===== src/rtl/tap_nav_pkg.sv =====
package tap_nav_pkg;

  localparam logic [3:0] TS_RESET    = 4'd0;
  localparam logic [3:0] TS_IDLE     = 4'd1;
  localparam logic [3:0] TS_SEL_DR   = 4'd2;
  localparam logic [3:0] TS_CAP_DR   = 4'd3;
  localparam logic [3:0] TS_SHIFT_DR = 4'd4;
  localparam logic [3:0] TS_EX1_DR   = 4'd5;
  localparam logic [3:0] TS_PAUSE_DR = 4'd6;
  localparam logic [3:0] TS_EX2_DR   = 4'd7;
  localparam logic [3:0] TS_UPD_DR   = 4'd8;
  localparam logic [3:0] TS_SEL_IR   = 4'd9;
  localparam logic [3:0] TS_CAP_IR   = 4'd10;
  localparam logic [3:0] TS_SHIFT_IR = 4'd11;
  localparam logic [3:0] TS_EX1_IR   = 4'd12;
  localparam logic [3:0] TS_PAUSE_IR = 4'd13;
  localparam logic [3:0] TS_EX2_IR   = 4'd14;
  localparam logic [3:0] TS_UPD_IR   = 4'd15;

  localparam logic [1:0] OP_GOTO  = 2'd0;
  localparam logic [1:0] OP_WAIT  = 2'd1;
  localparam logic [1:0] OP_RESET = 2'd2;
  localparam logic [1:0] OP_RSVD  = 2'd3;

  // strobes from the sequencer to the pin datapath
  typedef struct packed {
    logic stepGo;    // request one TCK cycle
    logic stepTms;   // TMS level for that cycle
    logic markIdle;  // recovery finished: shadow becomes Idle
  } navStrobe_t;

  // standard TAP graph: successor of a state for a TMS level
  function automatic logic [3:0] tapNext(input logic [3:0] s, input logic m);
    logic [3:0] n;
    case (s)
      TS_RESET:    n = m ? TS_RESET  : TS_IDLE;
      TS_IDLE:     n = m ? TS_SEL_DR : TS_IDLE;
      TS_SEL_DR:   n = m ? TS_SEL_IR : TS_CAP_DR;
      TS_CAP_DR:   n = m ? TS_EX1_DR : TS_SHIFT_DR;
      TS_SHIFT_DR: n = m ? TS_EX1_DR : TS_SHIFT_DR;
      TS_EX1_DR:   n = m ? TS_UPD_DR : TS_PAUSE_DR;
      TS_PAUSE_DR: n = m ? TS_EX2_DR : TS_PAUSE_DR;
      TS_EX2_DR:   n = m ? TS_UPD_DR : TS_SHIFT_DR;
      TS_UPD_DR:   n = m ? TS_SEL_DR : TS_IDLE;
      TS_SEL_IR:   n = m ? TS_RESET  : TS_CAP_IR;
      TS_CAP_IR:   n = m ? TS_EX1_IR : TS_SHIFT_IR;
      TS_SHIFT_IR: n = m ? TS_EX1_IR : TS_SHIFT_IR;
      TS_EX1_IR:   n = m ? TS_UPD_IR : TS_PAUSE_IR;
      TS_PAUSE_IR: n = m ? TS_EX2_IR : TS_PAUSE_IR;
      TS_EX2_IR:   n = m ? TS_UPD_IR : TS_SHIFT_IR;
      default:     n = m ? TS_SEL_DR : TS_IDLE;
    endcase
    return n;
  endfunction

  // next-step word per current state; bit [target] is the TMS level
  function automatic logic [15:0] stepWord(input logic [3:0] s);
    logic [15:0] w;
    case (s)
      4'd0:  w = 16'h0001;
      4'd1:  w = 16'hFFFD;
      4'd2:  w = 16'hFE01;
      4'd3:  w = 16'hFFE7;
      4'd4:  w = 16'hFFEF;
      4'd5:  w = 16'hFF0F;
      4'd6:  w = 16'hFFBF;
      4'd7:  w = 16'hFFFF;
      4'd8:  w = 16'hFEFD;
      4'd9:  w = 16'h0001;
      4'd10: w = 16'hF3FF;
      4'd11: w = 16'hF7FF;
      4'd12: w = 16'h87FF;
      4'd13: w = 16'hDFFF;
      4'd14: w = 16'hFFFF;
      default: w = 16'h7FFD;
    endcase
    return w;
  endfunction

  function automatic logic isStable(input logic [3:0] s);
    return (s == TS_RESET) || (s == TS_IDLE) || (s == TS_SHIFT_DR) ||
           (s == TS_PAUSE_DR) || (s == TS_SHIFT_IR) || (s == TS_PAUSE_IR);
  endfunction

endpackage


===== src/rtl/tap_nav_dp.sv =====
module tap_nav_dp
  import tap_nav_pkg::*;
(
  input  logic       clk,
  input  logic       rstN,
  input  logic       tckEn,
  input  navStrobe_t strb,
  input  logic [3:0] target,
  output logic [3:0] curState,
  output logic       known,
  output logic       pending,
  output logic       stepAccept,
  output logic       pathTms,
  output logic       tck,
  output logic       tms
);

  logic [15:0] word;

  assign word       = stepWord(curState);
  assign pathTms    = word[target];
  assign stepAccept = strb.stepGo && tckEn && !pending;

  // falling edge with new TMS on accept, rising edge one clk later
  always_ff @(posedge clk) begin
    if (!rstN) begin
      tck      <= 1'b1;
      tms      <= 1'b1;
      pending  <= 1'b0;
      curState <= TS_RESET;
      known    <= 1'b0;
    end else begin
      if (stepAccept) begin
        tck     <= 1'b0;
        tms     <= strb.stepTms;
        pending <= 1'b1;
      end else if (pending) begin
        tck     <= 1'b1;
        pending <= 1'b0;
        if (known) curState <= tapNext(curState, tms);
      end
      if (strb.markIdle) begin
        curState <= TS_IDLE;
        known    <= 1'b1;
      end
    end
  end

  AST_TMS_HOLD_RISE: assert property (@(posedge clk) disable iff (!rstN)
    $rose(tck) |-> $stable(tms));
  AST_TCK_NEEDS_EN: assert property (@(posedge clk) disable iff (!rstN)
    $fell(tck) |-> $past(tckEn));
  AST_MARK_IDLE: assert property (@(posedge clk) disable iff (!rstN)
    strb.markIdle |=> (known && curState == TS_IDLE));
  AST_KNOWN_STICKY: assert property (@(posedge clk) disable iff (!rstN)
    known |=> known);

endmodule


===== src/rtl/tap_nav_ctl.sv =====
module tap_nav_ctl
  import tap_nav_pkg::*;
#(
  parameter int CYC_W       = 16,
  parameter int MAX_STEPS   = 9,
  parameter int RESET_HIGHS = 5
) (
  input  logic             clk,
  input  logic             rstN,
  input  logic             cmdValid,
  input  logic [1:0]       cmdOp,
  input  logic [3:0]       cmdState,
  input  logic [CYC_W-1:0] cmdCycles,
  input  logic [3:0]       curState,
  input  logic             known,
  input  logic             pending,
  input  logic             stepAccept,
  input  logic             pathTms,
  output navStrobe_t       strb,
  output logic [3:0]       target,
  output logic             busy,
  output logic             done,
  output logic             cmdErr
);

  localparam int STEP_W = $clog2(MAX_STEPS + 1);
  localparam int INIT_W = $clog2(RESET_HIGHS + 2);
  localparam logic [STEP_W-1:0] STEP_LIM  = STEP_W'(MAX_STEPS);
  localparam logic [INIT_W-1:0] INIT_HIGH = INIT_W'(RESET_HIGHS);
  localparam logic [INIT_W-1:0] INIT_LAST = INIT_W'(RESET_HIGHS + 1);

  typedef enum logic [2:0] {
    C_IDLE, C_INIT, C_ENTRY, C_NAV, C_DWELL, C_WAIT, C_FINISH
  } ctlSt_e;

  ctlSt_e            st;
  logic [1:0]        opQ;
  logic [3:0]        tgtQ;
  logic [CYC_W-1:0]  cycLeft;
  logic [STEP_W-1:0] navCnt;
  logic [INIT_W-1:0] initCnt;
  logic              errQ;
  logic              dwellDone;

  assign target = tgtQ;
  assign busy   = (st != C_IDLE);
  assign done   = (st == C_FINISH);
  assign cmdErr = errQ;

  always_comb begin
    strb = '0;
    case (st)
      C_INIT:
        if (!pending) begin
          if (initCnt == INIT_LAST) strb.markIdle = 1'b1;
          else begin
            strb.stepGo  = 1'b1;
            strb.stepTms = (initCnt < INIT_HIGH);
          end
        end
      C_NAV:
        if (!pending && curState != tgtQ && navCnt < STEP_LIM) begin
          strb.stepGo  = 1'b1;
          strb.stepTms = pathTms;
        end
      C_DWELL:
        if (!pending && !dwellDone) begin
          strb.stepGo  = 1'b1;
          strb.stepTms = (tgtQ == TS_RESET);
        end
      C_WAIT:
        if (!pending && cycLeft != '0) begin
          strb.stepGo  = 1'b1;
          strb.stepTms = (tgtQ == TS_RESET);
        end
      default: ;
    endcase
  end

  always_ff @(posedge clk) begin
    if (!rstN) begin
      st        <= C_IDLE;
      opQ       <= OP_GOTO;
      tgtQ      <= TS_RESET;
      cycLeft   <= '0;
      navCnt    <= '0;
      initCnt   <= '0;
      errQ      <= 1'b0;
      dwellDone <= 1'b0;
    end else begin
      case (st)
        C_IDLE:
          if (cmdValid) begin
            opQ       <= cmdOp;
            tgtQ      <= cmdState;
            cycLeft   <= cmdCycles;
            navCnt    <= '0;
            initCnt   <= '0;
            dwellDone <= 1'b0;
            errQ      <= 1'b0;
            if (cmdOp == OP_RSVD || (cmdOp == OP_WAIT && !isStable(cmdState))) begin
              errQ <= 1'b1;
              st   <= C_FINISH;
            end else if (cmdOp == OP_RESET || !known) st <= C_INIT;
            else st <= C_ENTRY;
          end
        C_INIT: begin
          if (stepAccept) initCnt <= initCnt + 1'b1;
          if (strb.markIdle) st <= (opQ == OP_RESET) ? C_FINISH : C_ENTRY;
        end
        C_ENTRY:
          if (curState == tgtQ) begin
            if (opQ == OP_GOTO) st <= isStable(tgtQ) ? C_DWELL : C_FINISH;
            else st <= C_WAIT;
          end else st <= C_NAV;
        C_NAV: begin
          if (stepAccept) navCnt <= navCnt + 1'b1;
          if (!pending) begin
            if (curState == tgtQ) st <= (opQ == OP_WAIT) ? C_WAIT : C_FINISH;
            else if (navCnt == STEP_LIM) begin
              errQ <= 1'b1;
              st   <= C_FINISH;
            end
          end
        end
        C_DWELL: begin
          if (stepAccept) dwellDone <= 1'b1;
          if (!pending && dwellDone) st <= C_FINISH;
        end
        C_WAIT: begin
          if (stepAccept) cycLeft <= cycLeft - 1'b1;
          if (!pending && cycLeft == '0) st <= C_FINISH;
        end
        default: st <= C_IDLE;
      endcase
    end
  end

  AST_NAV_BOUND: assert property (@(posedge clk) disable iff (!rstN)
    (st == C_NAV) |-> (navCnt <= STEP_LIM));
  AST_DONE_PULSE: assert property (@(posedge clk) disable iff (!rstN)
    done |=> !done);
  AST_WAIT_AT_TARGET: assert property (@(posedge clk) disable iff (!rstN)
    (st == C_WAIT && stepAccept) |-> (curState == tgtQ));
  AST_BUSY_HOLDS_TARGET: assert property (@(posedge clk) disable iff (!rstN)
    (busy && !done) |=> $stable(tgtQ));

endmodule


===== src/rtl/tap_nav_top.sv =====
module tap_nav_top
  import tap_nav_pkg::*;
#(
  parameter int CYC_W       = 16,
  parameter int MAX_STEPS   = 9,
  parameter int RESET_HIGHS = 5
) (
  input  logic             clk,
  input  logic             rstN,
  input  logic             tckEn,
  input  logic             cmdValid,
  input  logic [1:0]       cmdOp,
  input  logic [3:0]       cmdState,
  input  logic [CYC_W-1:0] cmdCycles,
  output logic             busy,
  output logic             done,
  output logic             cmdErr,
  output logic [3:0]       tapState,
  output logic             stateKnown,
  output logic             tck,
  output logic             tms,
  output logic             tdi
);

  navStrobe_t strb;
  logic [3:0] target;
  logic       pending;
  logic       stepAccept;
  logic       pathTms;

  assign tdi = 1'b0;  // navigation never shifts data

  tap_nav_ctl #(
    .CYC_W(CYC_W), .MAX_STEPS(MAX_STEPS), .RESET_HIGHS(RESET_HIGHS)
  ) uCtl (
    .clk(clk), .rstN(rstN),
    .cmdValid(cmdValid), .cmdOp(cmdOp), .cmdState(cmdState), .cmdCycles(cmdCycles),
    .curState(tapState), .known(stateKnown), .pending(pending),
    .stepAccept(stepAccept), .pathTms(pathTms),
    .strb(strb), .target(target), .busy(busy), .done(done), .cmdErr(cmdErr)
  );

  tap_nav_dp uDp (
    .clk(clk), .rstN(rstN), .tckEn(tckEn), .strb(strb), .target(target),
    .curState(tapState), .known(stateKnown), .pending(pending),
    .stepAccept(stepAccept), .pathTms(pathTms), .tck(tck), .tms(tms)
  );

endmodule


===== config.mk =====
export PLATFORM = sky130hd
export DESIGN_NAME = tap_nav_top
export DESIGN_NICKNAME = d
export VERILOG_FILES = /design/src/rtl/tap_nav_pkg.sv /design/src/rtl/tap_nav_dp.sv /design/src/rtl/tap_nav_ctl.sv /design/src/rtl/tap_nav_top.sv
export SDC_FILE = /design/constraint.sdc
export NUM_CORES = 1
export LEC_CHECK = 0
export ABC_CLOCK_PERIOD_IN_PS = 2200
export CAP_MARGIN = 20
export CORE_UTILIZATION = 35
export DETAILED_ROUTE_END_ITERATION = 6
export DONT_BUFFER_PORTS = 1
export SLEW_MARGIN = 0
export SYNTH_ARGS = -nofsm -noshare
export SYNTH_HDL_FRONTEND = slang
export SYNTH_SLANG_ARGS = --single-unit

===== constraint.sdc =====
create_clock -name clk -period 2.2 [get_ports clk]
set_input_delay 0.22 -clock clk [delete_from_list [all_inputs] [get_ports clk]]
set_output_delay 0.22 -clock clk [all_outputs]
set_load 0.05 [all_outputs]

==> results of run 1 <==
registers in the layout (all words and copies together) (netlist names):
name	count
uCtl.cycLeft	16
uCtl.navCnt	4
uCtl.target	4
uDp.curState	4
uCtl.initCnt	3
uCtl.st	3
uCtl.opQ	2
uCtl.cmdErr	1
uCtl.dwellDone	1
uDp.known	1
uDp.pending	1
uDp.tck	1
uDp.tms	1
metrics by stage:
stage / setup WS [ns] / hold WS (ns) / total power, mW / cell area, um2 / util, %
final: 0.135 / 0.0114 / 3.96 / 3760 / 42.5
after global routing: 0.000902 / 0.0166 / 4.25 / 3760 / 42.5
after CTS: 0.0543 / 0.0000537 / 3.87 / 3690 / 41.7
after detailed placement: 0.0816 / 0.315 / 3.08 / 3550 / 40.1
after global placement: 0.134 / 0.310 / 3.07 / 3550 / 40.1
after floorplan: 0.0179 / 0.356 / 2.49 / 3250 / -
power by group through the flow:
stage          Clock, mW  Sequential, mW  Combinational [mW]
6_report           0.779            1.14                2.05
3_5_place_dp           0            1.14                1.94
2_1_floorplan          0            1.09                1.40
5_1_grt            0.818            1.16                2.27
4_1_cts            0.794            1.12                1.95
3_3_place_gp           0            1.14                1.92
worst max-delay path, stage by stage (launching register included):
cell,delay (ns)
dfxtp_1,0.32
buf_4,0.14
or4_1,0.59
nor3_2,0.32
nand2_1,0.16
o21a_1,0.19
a211oi_1,0.17
nor2_1,0.07
metal layers:
metal	track usage, %	vias to the layer above	share of wire (%)
met3	2.86	11	4.2
met1	26.2	1533	49
met2	31.5	78	45
met5	0	-	0
met4	5.05	0	1.4
li1	-	1671	-
area by class of cell:
type / count / area share [%]
Timing Repair Buffer: 39 / 8.11
Sequential cell: 42 / 22.4
Inverter: 18 / 1.80
Clock buffer: 6 / 2.19
Tap cell: 108 / 3.59
Clock inverter: 2 / 1.60
Multi-Input combinational cell: 358 / 60.3
what timing repair did:
item                                    4_1_cts  5_1_grt
setup buffers                                 0        1
endpoints found under the setup margin        0       15
resized for setup                             0       13
how the worst max path moves through the flow:
stage,end,startpoint,cells after the start
after floorplan,uCtl.st[1],uDp.curState[3],6
after global placement,uCtl.cycLeft[9],uCtl.cycLeft[0],7
after detailed placement,uCtl.navCnt[2],uCtl.navCnt[0],8
after CTS,uCtl.st[1],uCtl.cycLeft[1],8
after global routing,uCtl.cycLeft[9],uCtl.st[2],6
final,uCtl.cycLeft[7],uCtl.cycLeft[0],7
cells by family (layout without fill, tap and decap cells):
logic type / count (synthesis) / in the layout / synth area share [%]
buffers and inverters: 50 / 65 / 6.16
muxes: 3 / 3 / 0.963
adders and majority gates: 13 / 13 / 5.01
xor gates and xnor gates: 4 / 4 / 1.08
DFF: 42 / 42 / 25.9
and+or+nand+nor: 181 / 181 / 30.1
AOI/OAI and AO/OA: 156 / 156 / 30.7
other: 1 / 1 / 0.115
layout by cell type, fill, tap and decap left out, types with 3 or more instances in the layout:
cell type  count
nand2_1       49
nor2_1        44
a21oi_1       44
dfxtp_1       39
buf_4         38
o21ai_0       37
inv_1         18
nand3_1       14
ha_1          13
nor3_1        10
nor2b_1        8
a31oi_1        7
o31ai_1        6
or4_1          6
a211oi_1       6
o211ai_1       6
nand4_1        6
clkbuf_8       6
and2_1         5
nand2b_1       5
nand3b_1       5
o21a_1         5
or3_1          5
xor2_1         4
nor4_1         4
a2bb2oi_1      4
nor4_4         3
a21oi_2        3
o21bai_1       3
a21o_1         3
a32oi_1        3
o22ai_1        3
a41oi_1        3
dfxtp_2        3
==> impl_metrics.yaml, run 1 <==
run_status:
  status: "complete, no violations"
yosys:
  syn-num-nets: 489
  yosysTopAreaCell: "dfxtp_1"
  ys.flop_type: "dfxtp_1"
  netlist.area_leader.share_pct: 25.9
  synthCells: 450
  ys_types: 64
  synth_seq_area_share_pct: 25.9
  synth_area_per_cell_um2: 7.22
  synth_edf_count: 0
  synthArstFlopShare_pct: 0
  synth_most_common_cell: "nand2_1"
  ys_ff_latch: 42
  ys_top_cells_by_area: "dfxtp_1, a21oi_1, nand2_1, o21ai_0, nor2_1"
  yosys-top-cells-count: "nand2_1, a21oi_1, nor2_1, dfxtp_1, o21ai_0"
  syn_area_mm2: 0.00325
  yosysWarnings: 0
timing:
  post-route-min-period_ns: 2.07
  setup_viol: 0
  relSlewSlack_pct: 64.1
  rsz0062_at_grt: "no"
  tns_ns: 0
  period_share_pct: 93.9
  drv_slew: 0
  finalHoldViolations: 0
  fmax_mhz: 484
  finalClockSkew_ns: 0.0133
  tightest_slew_ns: 0.538
worst_setup_path:
  critPathLaunchType: "register"
  r2r-end: "uCtl.cycLeft[7]"
  path_max_fanout: 5
  cp-end-kind: "register"
  crit_type: "register to register"
  rr_startpoint: "uCtl.cycLeft[0]"
  reg2reg_slack_ns: 0.13
  required_ns: 2.40
  reg2regPathDepth: 7
  crit_arrival_ns: 2.27
finish:
  diodes: 0
  multi_input_area_mm2: 0.00227
  area_growth_pct: 15.9
  layout.nets: 503
  nFillCells: 941
  ff_latch_area_um2: 845
  drive_above_1_share_pct: 16.3
  fin_cells: 573
pwr:
  p_leak_nw: 1.46
  clock_power_share_pct: 19.7
  internal_power_mw: 2.26
  p_sw_mw: 1.70
  irDropWorstVdd_uv: 569
  seqPwrFrac_pct: 28.7
  power_density_mw_per_mm2: 1050
  combPwrFrac_pct: 51.6
  swShare_pct: 42.8
placement:
  gp_congestion: 0.848
  port_buffers: 0
  hpwl_um: 6630
  dp.cells: 564
die:
  num_io_pins: 37
  coreArea_mm2: 0.00885
  fp-row-count: 34
  start_util_pct: 36.7
  die_x_um: 98.3
  die_area_mm2: 0.00967
  die_y_um: 98.3
clocking:
  insertion_delay_ns: 0.31
  cts_tree: "done"
  clk_pin_slew_worst_paths_ns: 0.09
  ctsLongestPathBuffers: 2
  numClockSinks: 42
  cts_hold_buffers: 0
  cts-root-buf: "clkbuf_8"
  cts_buffers: 5
  cts-htree-levels: 2
route:
  drtAntennaViolNets: 0
  vias: 3293
  wire_per_inst_um: 15.5
  drtIter0Drc: 161
  drc: 0
  routed_via_density: 5.75
  drt_wl_total_um: 8890
  first_pass_iters: 4
min_path:
  hold_end: "uDp.tck"
  min_path_type: "input port to register"
  min_from: "rstN"
  hold_depth: 1
global_routing:
  grt_pass1_vias: 3208
  grtUsageTotal_pct: 19.2
  gr-total-overflow: 0
  grt_pass1_wl_um: 15400
  grt_max_degree: 30
  antenna_found_initial: 0
job:
  drv_cap: 0
(Power assumes the default switching activity.)
==> run 2: changes to the inputs <==
- CORE_UTILIZATION: 35 -> 40
==> run 2 against run 1 <==
  * The run now ends with negative hold slack left
  * Core utilization is 4.8 points higher
  * Flip-flop and latch count stayed put
  * Setup slack worse by 0.020 ns
  * First-iteration DRC count is 2.5% higher
  * Clock skew is 0.0041 ns lower
  * Critical path depth stayed put
  * Combinational power hardly changed
  * Sequential power hardly changed
  * Count of clock-buffer cells in the layout is 1 higher
  * Sequential share of layout area is 0.45 points higher
  * Critical path type unchanged
  * Critical endpoint unchanged
  * Largest power group unchanged
  * Highest routed layer unchanged
==> impl_metrics.yaml, run 2 (synthesized netlist as in run 1, its figures left out) <==
global_routing:
  antenna_found_initial: 0
  grt_pass1_vias: 3164
  grtUsageTotal_pct: 22.3
  grt_max_degree: 30
  gr-total-overflow: 0
  grt_pass1_wl_um: 15400
job:
  drv_cap: 0
die:
  coreArea_mm2: 0.00781
  num_io_pins: 37
  die_y_um: 92.1
  die_area_mm2: 0.00848
  fp-row-count: 32
  die_x_um: 92.1
  start_util_pct: 41.6
placement:
  dp_slack_ns: 0.0529
  hpwl_um: 6590
  port_buffers: 0
  gp_congestion: 0.849
worst_setup_path:
  cp_cell_sequence: "nor4_4, nand4_4, a31oi_1, buf_12, a21oi_1, a211oi_1, nor2_1"
  critPathLaunchType: "register"
  cp_top_family: "simple AND/OR/NAND/NOR gates"
  reg2regPathDepth: 7
  path_max_fanout: 20
  critPathMaxStageDelay_ns: 0.45
  cp-startpoint: "uCtl.cycLeft[6]"
  path_depth: 7
  cp-end-kind: "register"
  cp_slowest_cell: "nor4_4"
  crit_type: "register to register"
  rr_startpoint: "uCtl.cycLeft[6]"
  required_ns: 2.39
  crit_arrival_ns: 2.28
  worst-path-buf-inv: 1
  r2r-end: "uCtl.cycLeft[7]"
  reg2reg_slack_ns: 0.11
finish:
  largest_register_ffs: 16
  area_growth_pct: 13.8
  regMostFlops: "uCtl.cycLeft"
  final_common_cell: "nand2_1"
  layout.nets: 499
  diodes: 0
  most-common-layout-cells: "nand2_1, a21oi_1, nor2_1, dfxtp_1, o21ai_0"
  drive_above_1_share_pct: 15.2
clocking:
  cts_buffers: 5
  cts_setup_buffers: 0
  cts-root-buf: "clkbuf_8"
  cts_hold_buffers: 0
  insertion_delay_ns: 0.31
  cts_tree: "done"
  clk_pin_slew_worst_paths_ns: 0.09
  cts-htree-levels: 2
  ctsLongestPathBuffers: 2
  numClockSinks: 42
pwr:
  clock_power_share_pct: 14.5
  irDropWorstVdd_uv: 523
  combPwrFrac_pct: 54.2
  internal_power_mw: 2.02
  p_leak_nw: 1.42
  swShare_pct: 45.9
  power_density_mw_per_mm2: 1010
  seqPwrFrac_pct: 31.3
  p_sw_mw: 1.72
route:
  wl_met3_um: 428
  routed.top_layer: "met4"
  drt_wl_total_um: 9070
  wl_met1_um: 4030
  wl_met2_um: 4490
  drtAntennaViolNets: 0
  first_pass_iters: 5
  drc: 0
  wire_per_inst_um: 16.1
  routed_via_density: 5.90
  vias: 3320
  drtIter0Drc: 165
run_status:
  status: "complete, but fails checks"
  violations: "negative hold slack"
timing:
  finalHoldViolations: 1
  finalClockSkew_ns: 0.00912
  fin_ws_ns: 0.115
  rsz0062_at_grt: "yes"
  fmax_mhz: 480
  period_share_pct: 94.8
  post-route-min-period_ns: 2.09
  hold_ws_ns: -0.000847
  setup_viol: 0
  relSlewSlack_pct: 64.0
  tightest_slew_ns: 0.539
  drv_slew: 0
min_path:
  min_path_type: "input port to register"
  min_from: "rstN"
  hold_depth: 1
  hold_end: "uDp.tck"
## run 2: final cells by class
| cell class | instances | area [um2] |
|---|---|---|
| sequential | 42 | 846 |
| timing repair buffer | 35 | 288 |
| clock inverter | 1 | 5.00 |
| multi-input combinational | 358 | 2270 |
| fill | 805 | 4110 |
| inverter | 18 | 67.6 |
| tap | 102 | 128 |
| clock buffer | 7 | 86.3 |
## run 2: what timing repair did
item | in CTS | in global routing
gates resized for setup | 0 | 14
endpoints found under the hold margin | 0 | 0
setup endpoints to repair | 0 | 26
## run 2: worst max path at each step
| stage | end | slack, ns |
|---|---|---|
| after global placement | uCtl.cycLeft[7] | 0.12 |
| after CTS | uCtl.st[1] | 0.03 |
| after floorplan | uCtl.st[1] | 0.02 |
| final | uCtl.cycLeft[7] | 0.11 |
| after global routing | uCtl.cycLeft[7] | -0.004 |
| after detailed placement | uCtl.st[1] | 0.05 |
## run 2: power by group through the flow
stage	Combinational, mW	Sequential [mW]	Clock (mW)
floorplan	1.40	1.09	0
global placement	1.88	1.16	0
detailed placement	1.89	1.16	0
CTS	1.90	1.15	0.548
global route	2.24	1.19	0.585
finish	2.03	1.17	0.544
## run 2: per-layer routing
layer	vias up	GRT usage, %
li1	1663	-
met1	1561	27.8
met2	83	39.6
met3	13	3.65
met4	0	5.99
met5	-	0
## run 2: metrics by stage
step	cell area (um2)	utilization [%]	instances	total power [mW]	setup TNS (ns)
after floorplan	3250	-	450	2.49	0
after global placement	3530	45.3	555	3.04	0
after detailed placement	3530	45.3	555	3.05	0
after CTS	3620	46.4	563	3.59	0
after global routing	3690	47.3	563	4.02	-0.00443
final	3690	47.3	563	3.74	0
